<file path="config.mk">
export PLATFORM = sky130hd
export DESIGN_NAME = uart_os_rx
export DESIGN_NICKNAME = d
export VERILOG_FILES = /design/src/rtl/uart_osrx_pkg.sv /design/src/rtl/rx_sync.sv /design/src/rtl/rx_frame_fsm.sv /design/src/rtl/rx_out_buf.sv /design/src/rtl/uart_os_rx.sv
export SDC_FILE = /design/constraint.sdc
export NUM_CORES = 1
export LEC_CHECK = 0
export BUFFER_PORTS_ARGS = -buffer_cell sky130_fd_sc_hd__buf_2
export CAP_MARGIN = 10
export CORE_MARGIN = 2
export CORE_UTILIZATION = 40
export CTS_CLUSTER_SIZE = 25
export DETAILED_ROUTE_END_ITERATION = 6
export PLACE_DENSITY = 0.63
export SLEW_MARGIN = 20
export SYNTH_ARGS = -nofsm -noshare
export SYNTH_HDL_FRONTEND = slang
export SYNTH_SLANG_ARGS = --single-unit
</file>
<file path="constraint.sdc">
create_clock -name clk -period 5.8 [get_ports clk]
set_clock_uncertainty 0.1 [all_clocks]
set_input_delay 1.16 -clock clk [delete_from_list [all_inputs] [get_ports clk]]
set_output_delay 1.16 -clock clk [all_outputs]
set_load 0.005 [all_outputs]
</file>
<file path="src/rtl/uart_osrx_pkg.sv">
package uart_osrx_pkg;

  typedef enum logic [1:0] {
    FMT_8    = 2'd0,
    FMT_8P   = 2'd1,
    FMT_9    = 2'd2,
    FMT_WAKE = 2'd3
  } fmt_e;

  typedef enum logic [2:0] {
    ST_IDLE,
    ST_START,
    ST_DATA,
    ST_STOP1,
    ST_STOP2
  } rx_state_e;

  function automatic logic maj3(input logic a, input logic b, input logic c);
    return (a & b) | (a & c) | (b & c);
  endfunction

endpackage

</file>
<file path="src/rtl/rx_sync.sv">
module rx_sync #(
  parameter int   STAGES    = 2,
  parameter logic RESET_VAL = 1'b1
) (
  input  logic clk,
  input  logic rst_n,
  input  logic din,
  output logic dout
);
  logic [STAGES-1:0] chain;

  always_ff @(posedge clk) begin
    if (!rst_n) chain <= {STAGES{RESET_VAL}};
    else        chain <= {chain[STAGES-2:0], din};
  end

  assign dout = chain[STAGES-1];
endmodule

</file>
<file path="src/rtl/rx_frame_fsm.sv">
module rx_frame_fsm
  import uart_osrx_pkg::*;
#(
  parameter int OSR       = 16,
  parameter int DATA_BITS = 8
) (
  input  logic                 clk,
  input  logic                 rst_n,
  input  logic                 tick,
  input  logic                 s,
  input  logic                 arm,
  input  fmt_e                 fmt,
  input  logic                 two_stop,
  output logic                 rx_event,
  output logic                 err_event,
  output logic [DATA_BITS:0]   word
);
  localparam int DW = DATA_BITS + 1;
  localparam int PW = $clog2(OSR + 1);
  localparam int IW = $clog2(DW);
  localparam logic [PW-1:0] V0     = PW'(OSR / 2 - 1);
  localparam logic [PW-1:0] V1     = PW'(OSR / 2);
  localparam logic [PW-1:0] V2     = PW'(OSR / 2 + 1);
  localparam logic [PW-1:0] LASTP  = PW'(OSR);
  localparam logic [PW-1:0] FIRSTP = PW'(1);
  localparam logic [IW-1:0] LAST_SHORT = IW'(DATA_BITS - 1);
  localparam logic [IW-1:0] LAST_LONG  = IW'(DATA_BITS);

  rx_state_e      state;
  fmt_e           fmt_q;
  logic [PW-1:0]  pos, k;
  logic [IW-1:0]  bidx;
  logic [DW-1:0]  shreg;
  logic           v0, v1, last_s, two_q, stop_bad;
  logic           vote, on_mid, on_end, last_stop, finish, keep, ferr, perr, bit_last;

  always_comb begin
    k         = (pos == LASTP) ? FIRSTP : pos + PW'(1);
    vote      = maj3(v0, v1, s);
    on_mid    = tick && (state != ST_IDLE) && (k == V2);
    on_end    = tick && (state != ST_IDLE) && (k == LASTP);
    last_stop = (state == ST_STOP1 && !two_q) || (state == ST_STOP2);
    finish    = on_mid && last_stop;
    ferr      = stop_bad | ~vote;
    perr      = (fmt_q == FMT_8P) && (^shreg);
    keep      = !((fmt_q == FMT_WAKE) && !shreg[DW-1]);
    bit_last  = (bidx == ((fmt_q == FMT_8) ? LAST_SHORT : LAST_LONG));
  end

  always_ff @(posedge clk) begin
    if (!rst_n) begin
      state     <= ST_IDLE;
      fmt_q     <= FMT_8;
      pos       <= FIRSTP;
      bidx      <= '0;
      shreg     <= '0;
      v0        <= 1'b1;
      v1        <= 1'b1;
      last_s    <= 1'b1;
      two_q     <= 1'b0;
      stop_bad  <= 1'b0;
      rx_event  <= 1'b0;
      err_event <= 1'b0;
      word      <= '0;
    end else begin
      rx_event  <= 1'b0;
      err_event <= 1'b0;
      if (tick) begin
        last_s <= s;
        if (state == ST_IDLE) begin
          if (arm && last_s && !s) begin
            state    <= ST_START;
            pos      <= FIRSTP;
            bidx     <= '0;
            shreg    <= '0;
            stop_bad <= 1'b0;
            fmt_q    <= fmt;
            two_q    <= two_stop;
          end
        end else begin
          pos <= k;
          if (k == V0) v0 <= s;
          if (k == V1) v1 <= s;
          case (state)
            ST_START: begin
              if (on_mid && vote) state <= ST_IDLE;
              else if (on_end)    state <= ST_DATA;
            end
            ST_DATA: begin
              if (on_mid) shreg[bidx] <= vote;
              if (on_end) begin
                if (bit_last) state <= ST_STOP1;
                else          bidx  <= bidx + IW'(1);
              end
            end
            ST_STOP1: begin
              if (on_mid && two_q) stop_bad <= ~vote;
              if (on_end && two_q) state    <= ST_STOP2;
            end
            default: ;
          endcase
          if (finish) begin
            state <= ST_IDLE;
            if (keep) begin
              rx_event  <= 1'b1;
              err_event <= ferr | perr;
              word      <= shreg;
            end
          end
        end
      end
    end
  end


  idle_hold_chk: assert property (@(posedge clk) disable iff (!rst_n)
    (state == ST_IDLE && !arm) |=> (state == ST_IDLE));

  pos_range_chk: assert property (@(posedge clk) disable iff (!rst_n)
    (state != ST_IDLE) |-> (pos >= FIRSTP && pos <= LASTP));

  rx_pulse_chk: assert property (@(posedge clk) disable iff (!rst_n)
    rx_event |=> !rx_event);

  err_with_rx_chk: assert property (@(posedge clk) disable iff (!rst_n)
    err_event |-> rx_event);

  wake_bit_chk: assert property (@(posedge clk) disable iff (!rst_n)
    (rx_event && fmt_q == FMT_WAKE) |-> word[DW-1]);
endmodule

</file>
<file path="src/rtl/rx_out_buf.sv">
module rx_out_buf #(
  parameter int DW = 9
) (
  input  logic          clk,
  input  logic          rst_n,
  input  logic          load,
  input  logic [DW-1:0] load_data,
  input  logic          out_ready,
  output logic          out_valid,
  output logic [DW-1:0] out_data
);
  always_ff @(posedge clk) begin
    if (!rst_n) begin
      out_valid <= 1'b0;
      out_data  <= '0;
    end else if (load) begin
      out_valid <= 1'b1;
      out_data  <= load_data;
    end else if (out_valid && out_ready) begin
      out_valid <= 1'b0;
    end
  end


  hold_under_stall_chk: assert property (@(posedge clk) disable iff (!rst_n)
    (out_valid && !out_ready && !load) |=> (out_valid && $stable(out_data)));

  load_sets_valid_chk: assert property (@(posedge clk) disable iff (!rst_n)
    load |=> (out_valid && out_data == $past(load_data)));
endmodule

</file>
<file path="src/rtl/uart_os_rx.sv">
module uart_os_rx
  import uart_osrx_pkg::*;
#(
  parameter int OSR         = 16,
  parameter int DATA_BITS   = 8,
  parameter int SYNC_STAGES = 2
) (
  input  logic               clk,
  input  logic               rst_n,
  input  logic               rxd,
  input  logic               tick16,
  input  logic               run_en,
  input  logic               rx_en,
  input  logic [1:0]         fmt,
  input  logic               two_stop,
  output logic               out_valid,
  input  logic               out_ready,
  output logic [DATA_BITS:0] out_data,
  output logic               rx_event,
  output logic               err_event
);
  localparam int DW = DATA_BITS + 1;

  logic          line_s;
  logic [DW-1:0] word;

  rx_sync #(.STAGES(SYNC_STAGES), .RESET_VAL(1'b1)) u_sync (
    .clk (clk),
    .rst_n (rst_n),
    .din (rxd),
    .dout (line_s)
  );

  rx_frame_fsm #(.OSR(OSR), .DATA_BITS(DATA_BITS)) u_fsm (
    .clk       (clk),
    .rst_n     (rst_n),
    .tick      (tick16),
    .s         (line_s),
    .arm       (run_en & rx_en),
    .fmt       (fmt_e'(fmt)),
    .two_stop  (two_stop),
    .rx_event  (rx_event),
    .err_event (err_event),
    .word      (word)
  );

  rx_out_buf #(.DW(DW)) u_buf (
    .clk       (clk),
    .rst_n     (rst_n),
    .load      (rx_event),
    .load_data (word),
    .out_ready (out_ready),
    .out_valid (out_valid),
    .out_data  (out_data)
  );
endmodule

</file>
==> metrics.md <==
| Metric | Value |
|---|---|
| Status | completed |
| Fin. Hold Viols | 0 |
| Endpoints failing setup | 0 |
| Startpoint Class | input port |
| Die X | 85.1 um |
| Cells along the critical path | buf_2, o31a_1, nand2_1, nor4_2, and3_2, mux2i_1, nor2_1 |
| Design Power | 0.594 mW |
| Post-synth ARST share | 0% |
| EDFF count, synth | 0 |
| Crit Path Category | in2reg |
| Placed cell area | 2730 um^2 |
| Dpl hpwl | 3.77 mm |
| Pint | 0.448 mW |
| Critical Path Fanout Max | 10 |
| Peak supply drop | 0.000110 V |
| FP Rows | 29 |
| WP data required | 5.86 ns |
| Most frequent cell after synthesis | dfxtp_1 |
| Diodes inserted | 0 |
| Pre-Repair DR Iteration Count | 4 |
| Worst slew pin tran | 1.03 ns |
| Total track usage | 16.1% |
| Initial antenna violation count | 0 |
| Total Wirelength | 5.46 mm |
| Unrepaired setup endpoints after global routing | no |
| Cell area after synthesis | 2630 um^2 |
| PwrDens | 210 nW/um^2 |
| Initial Util | 41.4% |
| Yosys reg bits | 51 |
| Initial DRC Count | 155 |
| Synth area leaders | dfxtp_1 39%, mux2i_1 9.5%, nand2_1 6.4%, nor2_1 4.6%, ha_1 3.8% |
| Largest net degree at the start of global routing | 32 |
| Worst EP arrival | 3.02 ns |
| # clock sinks | 51 |
| Crit-path max cell delay | 0.47 ns |
| Comb power frac | 3.7% |
| Antenna Nets Post-Route | 0 |
| Hold WS | 0.319 ns |
| Yosys cell types | 51 |
| Cell count after synthesis | 302 |
| Synth top area share | 38.9% |
| Pre-CTS setup slack | 2.55 ns |
| Vias per std cell | 5.38 |
| Root Driver | clkbuf_8 |
| Area Growth Syn to Fin | 7.76% |
| Rel. slew slack | 31.0% |
| TritonCTS clock tree | yes |
| Sw Ratio | 24.5% |
| Postcts setup bufs | 0 |
| # DRC | 0 |
| Yosys top cell by area | dfxtp_1 |
| Max_cap viols | 0 |
| Buffers added on ports | 21 |
| P_sw | 0.146 mW |
| Seq pwr share | 59.6% |
| Vias | 2105 |
| Die Y | 85.1 um |
| Final worst-path cycle share | 51.1% |
| Clock latency at the later pin of the worst-skew pair | 0.31 ns |
| Nets@finish | 331 |
| Clock transition at the registers of the reported paths | 0.10 ns |
| Hold Path Class | reg2reg |
| Routability-driven placement congestion ratio | 0.841 |
| Core area | 6350 um^2 |
| Max Freq | 337 MHz |
| Die ar. | 7230 um^2 |
| Fin crit period | 2.97 ns |
| Ys Warns | 0 |
| Htree depth | 2 |
| Setup ws final | 2.83 ns |
| Design Area, Final | 2830 um^2 |
| Post-CTS sizing | 0 |
| Vias in the first global route | 1999 |
| WL per Instance | 14.0 um |
| Syn avg cell area | 8.70 um^2 |
| Hold_buf cts | 0 |
| Ratio of cells with drive above 1 in the final layout | 12.7% |
| Cts bufs inserted | 5 |
| I/O pin cnt | 22 |
| Leakage | 1.02 nW |
| Global route overflow | 0 |
| First-pass GRT wire length | 9.58 mm |
| Max clock buf depth | 2 |
| Final count of pins violating max slew | 0 |
| Syn Nets | 320 |
| Top_reg_cell synth | dfxtp_1 |
| Commonest cells post-synth | 51 x dfxtp_1, 45 x nand2_1, 32 x nor2_1 |
| Clock power frac | 36.8% |
| Sequential fraction of the synthesis area | 38.9% |
| Crit path max-delay cell type | and3_2 |
| Setup total negative slack | 0 ns |
| Crit. End Element | register |
## layer usage
metal / track usage [%] / vias to the layer above / part of all wire (%)
met5: 0 / - / 0
met4: 5.63 / 0 / 1.3
met3: 2.43 / 5 / 3.4
met2: 24.6 / 36 / 44
met1: 23.0 / 974 / 51
li1: - / 1090 / -
## through the flow
stage               utilization [%]  std cells
floorplan                         -        302
global placement               43.1        383
detailed placement             43.1        383
CTS                            44.6        391
global route                   44.6        391
finish                         44.6        391
## cell type report
cell class | count | area (um^2)
fillers | 622 | 3520
multi-input cells | 224 | 1470
flip-flops and latches | 51 | 1020
repair buffers | 21 | 105
well taps | 77 | 96.3
clock buffers | 5 | 68.8
inverters | 10 | 37.5
clock inverters | 3 | 28.8
## placed cells by master, fill, tap and decap left out, types with 2 or more instances in the layout
| cell | Yosys | routed |
|---|---|---|
| nor3_1 | 6 | 6 |
| or3_1 | 4 | 4 |
| or4_1 | 5 | 5 |
| nand2_1 | 45 | 45 |
| o41ai_1 | 2 | 2 |
| o21ai_0 | 9 | 9 |
| a22oi_1 | 3 | 3 |
| a32o_1 | 8 | 8 |
| nand2b_1 | 4 | 4 |
| xnor2_1 | 8 | 8 |
| and2b_1 | 2 | 2 |
| clkbuf_8 | 0 | 5 |
| and3_1 | 2 | 2 |
| nor2b_1 | 2 | 2 |
| o31ai_1 | 3 | 3 |
| mux2i_1 | 25 | 25 |
| xor2_1 | 3 | 3 |
| dfxtp_1 | 51 | 51 |
| nor4_2 | 3 | 3 |
| nand3_1 | 7 | 7 |
| inv_1 | 10 | 10 |
| buf_2 | 6 | 21 |
| nor2_1 | 32 | 32 |
| nand3b_1 | 2 | 2 |
| nor4_1 | 2 | 2 |
| clkinv_4 | 0 | 2 |
| a21oi_1 | 16 | 16 |
| o21a_1 | 2 | 2 |
| ha_1 | 8 | 8 |
## sequential cells by signal, summed over array words and instances (netlist names)
name,count
u_fsm.last_s,1
u_fsm.v1,1
u_fsm.rx_event,1
u_fsm.word,9
u_fsm.pos,5
u_fsm.state,3
u_fsm.v0,1
u_fsm.bidx,4
u_sync.chain,2
u_fsm.fmt_q,2
u_fsm.stop_bad,1
u_fsm.shreg,9
u_buf.out_data,9
u_buf.out_valid,1
u_fsm.two_q,1
u_fsm.err_event,1
## cells by family after synthesis
logic type,Yosys count,synth area share [%]
xor+xnor,11,3.67
mux,26,10.4
flops,51,38.9
simple gates,123,23.2
buf+inv,27,5.05
fa+ha+maj,8,3.81
compound gates,56,15.0
## critical path: cells and delay by family
family	cells	cell delay, ns
muxes	1	0.24
and+or+nand+nor	4	1.16
AOI/OAI and AO/OA	1	0.35
buffers and inverters	1	0.11
## power groups by stage
stage	Clock (mW)	Combinational [mW]	Sequential [mW]
finish	0.218	0.0217	0.354
floorplan	0	0.0156	0.361
global placement	0	0.0216	0.362
global route	0.239	0.0245	0.354
CTS	0.229	0.0220	0.354
detailed placement	0	0.0218	0.362
## worst paths after layout
check	cells past startpoint	slack (ns)	end	start
min reg2reg	1	0.32	u_sync.chain[1]	u_sync.chain[0]
max	7	2.83	u_fsm.word[3]	tick16
max reg2reg	7	2.87	u_fsm.word[3]	u_fsm.pos[1]
min	1	0.32	u_sync.chain[1]	u_sync.chain[0]
Power figures use the tool's default switching activity.
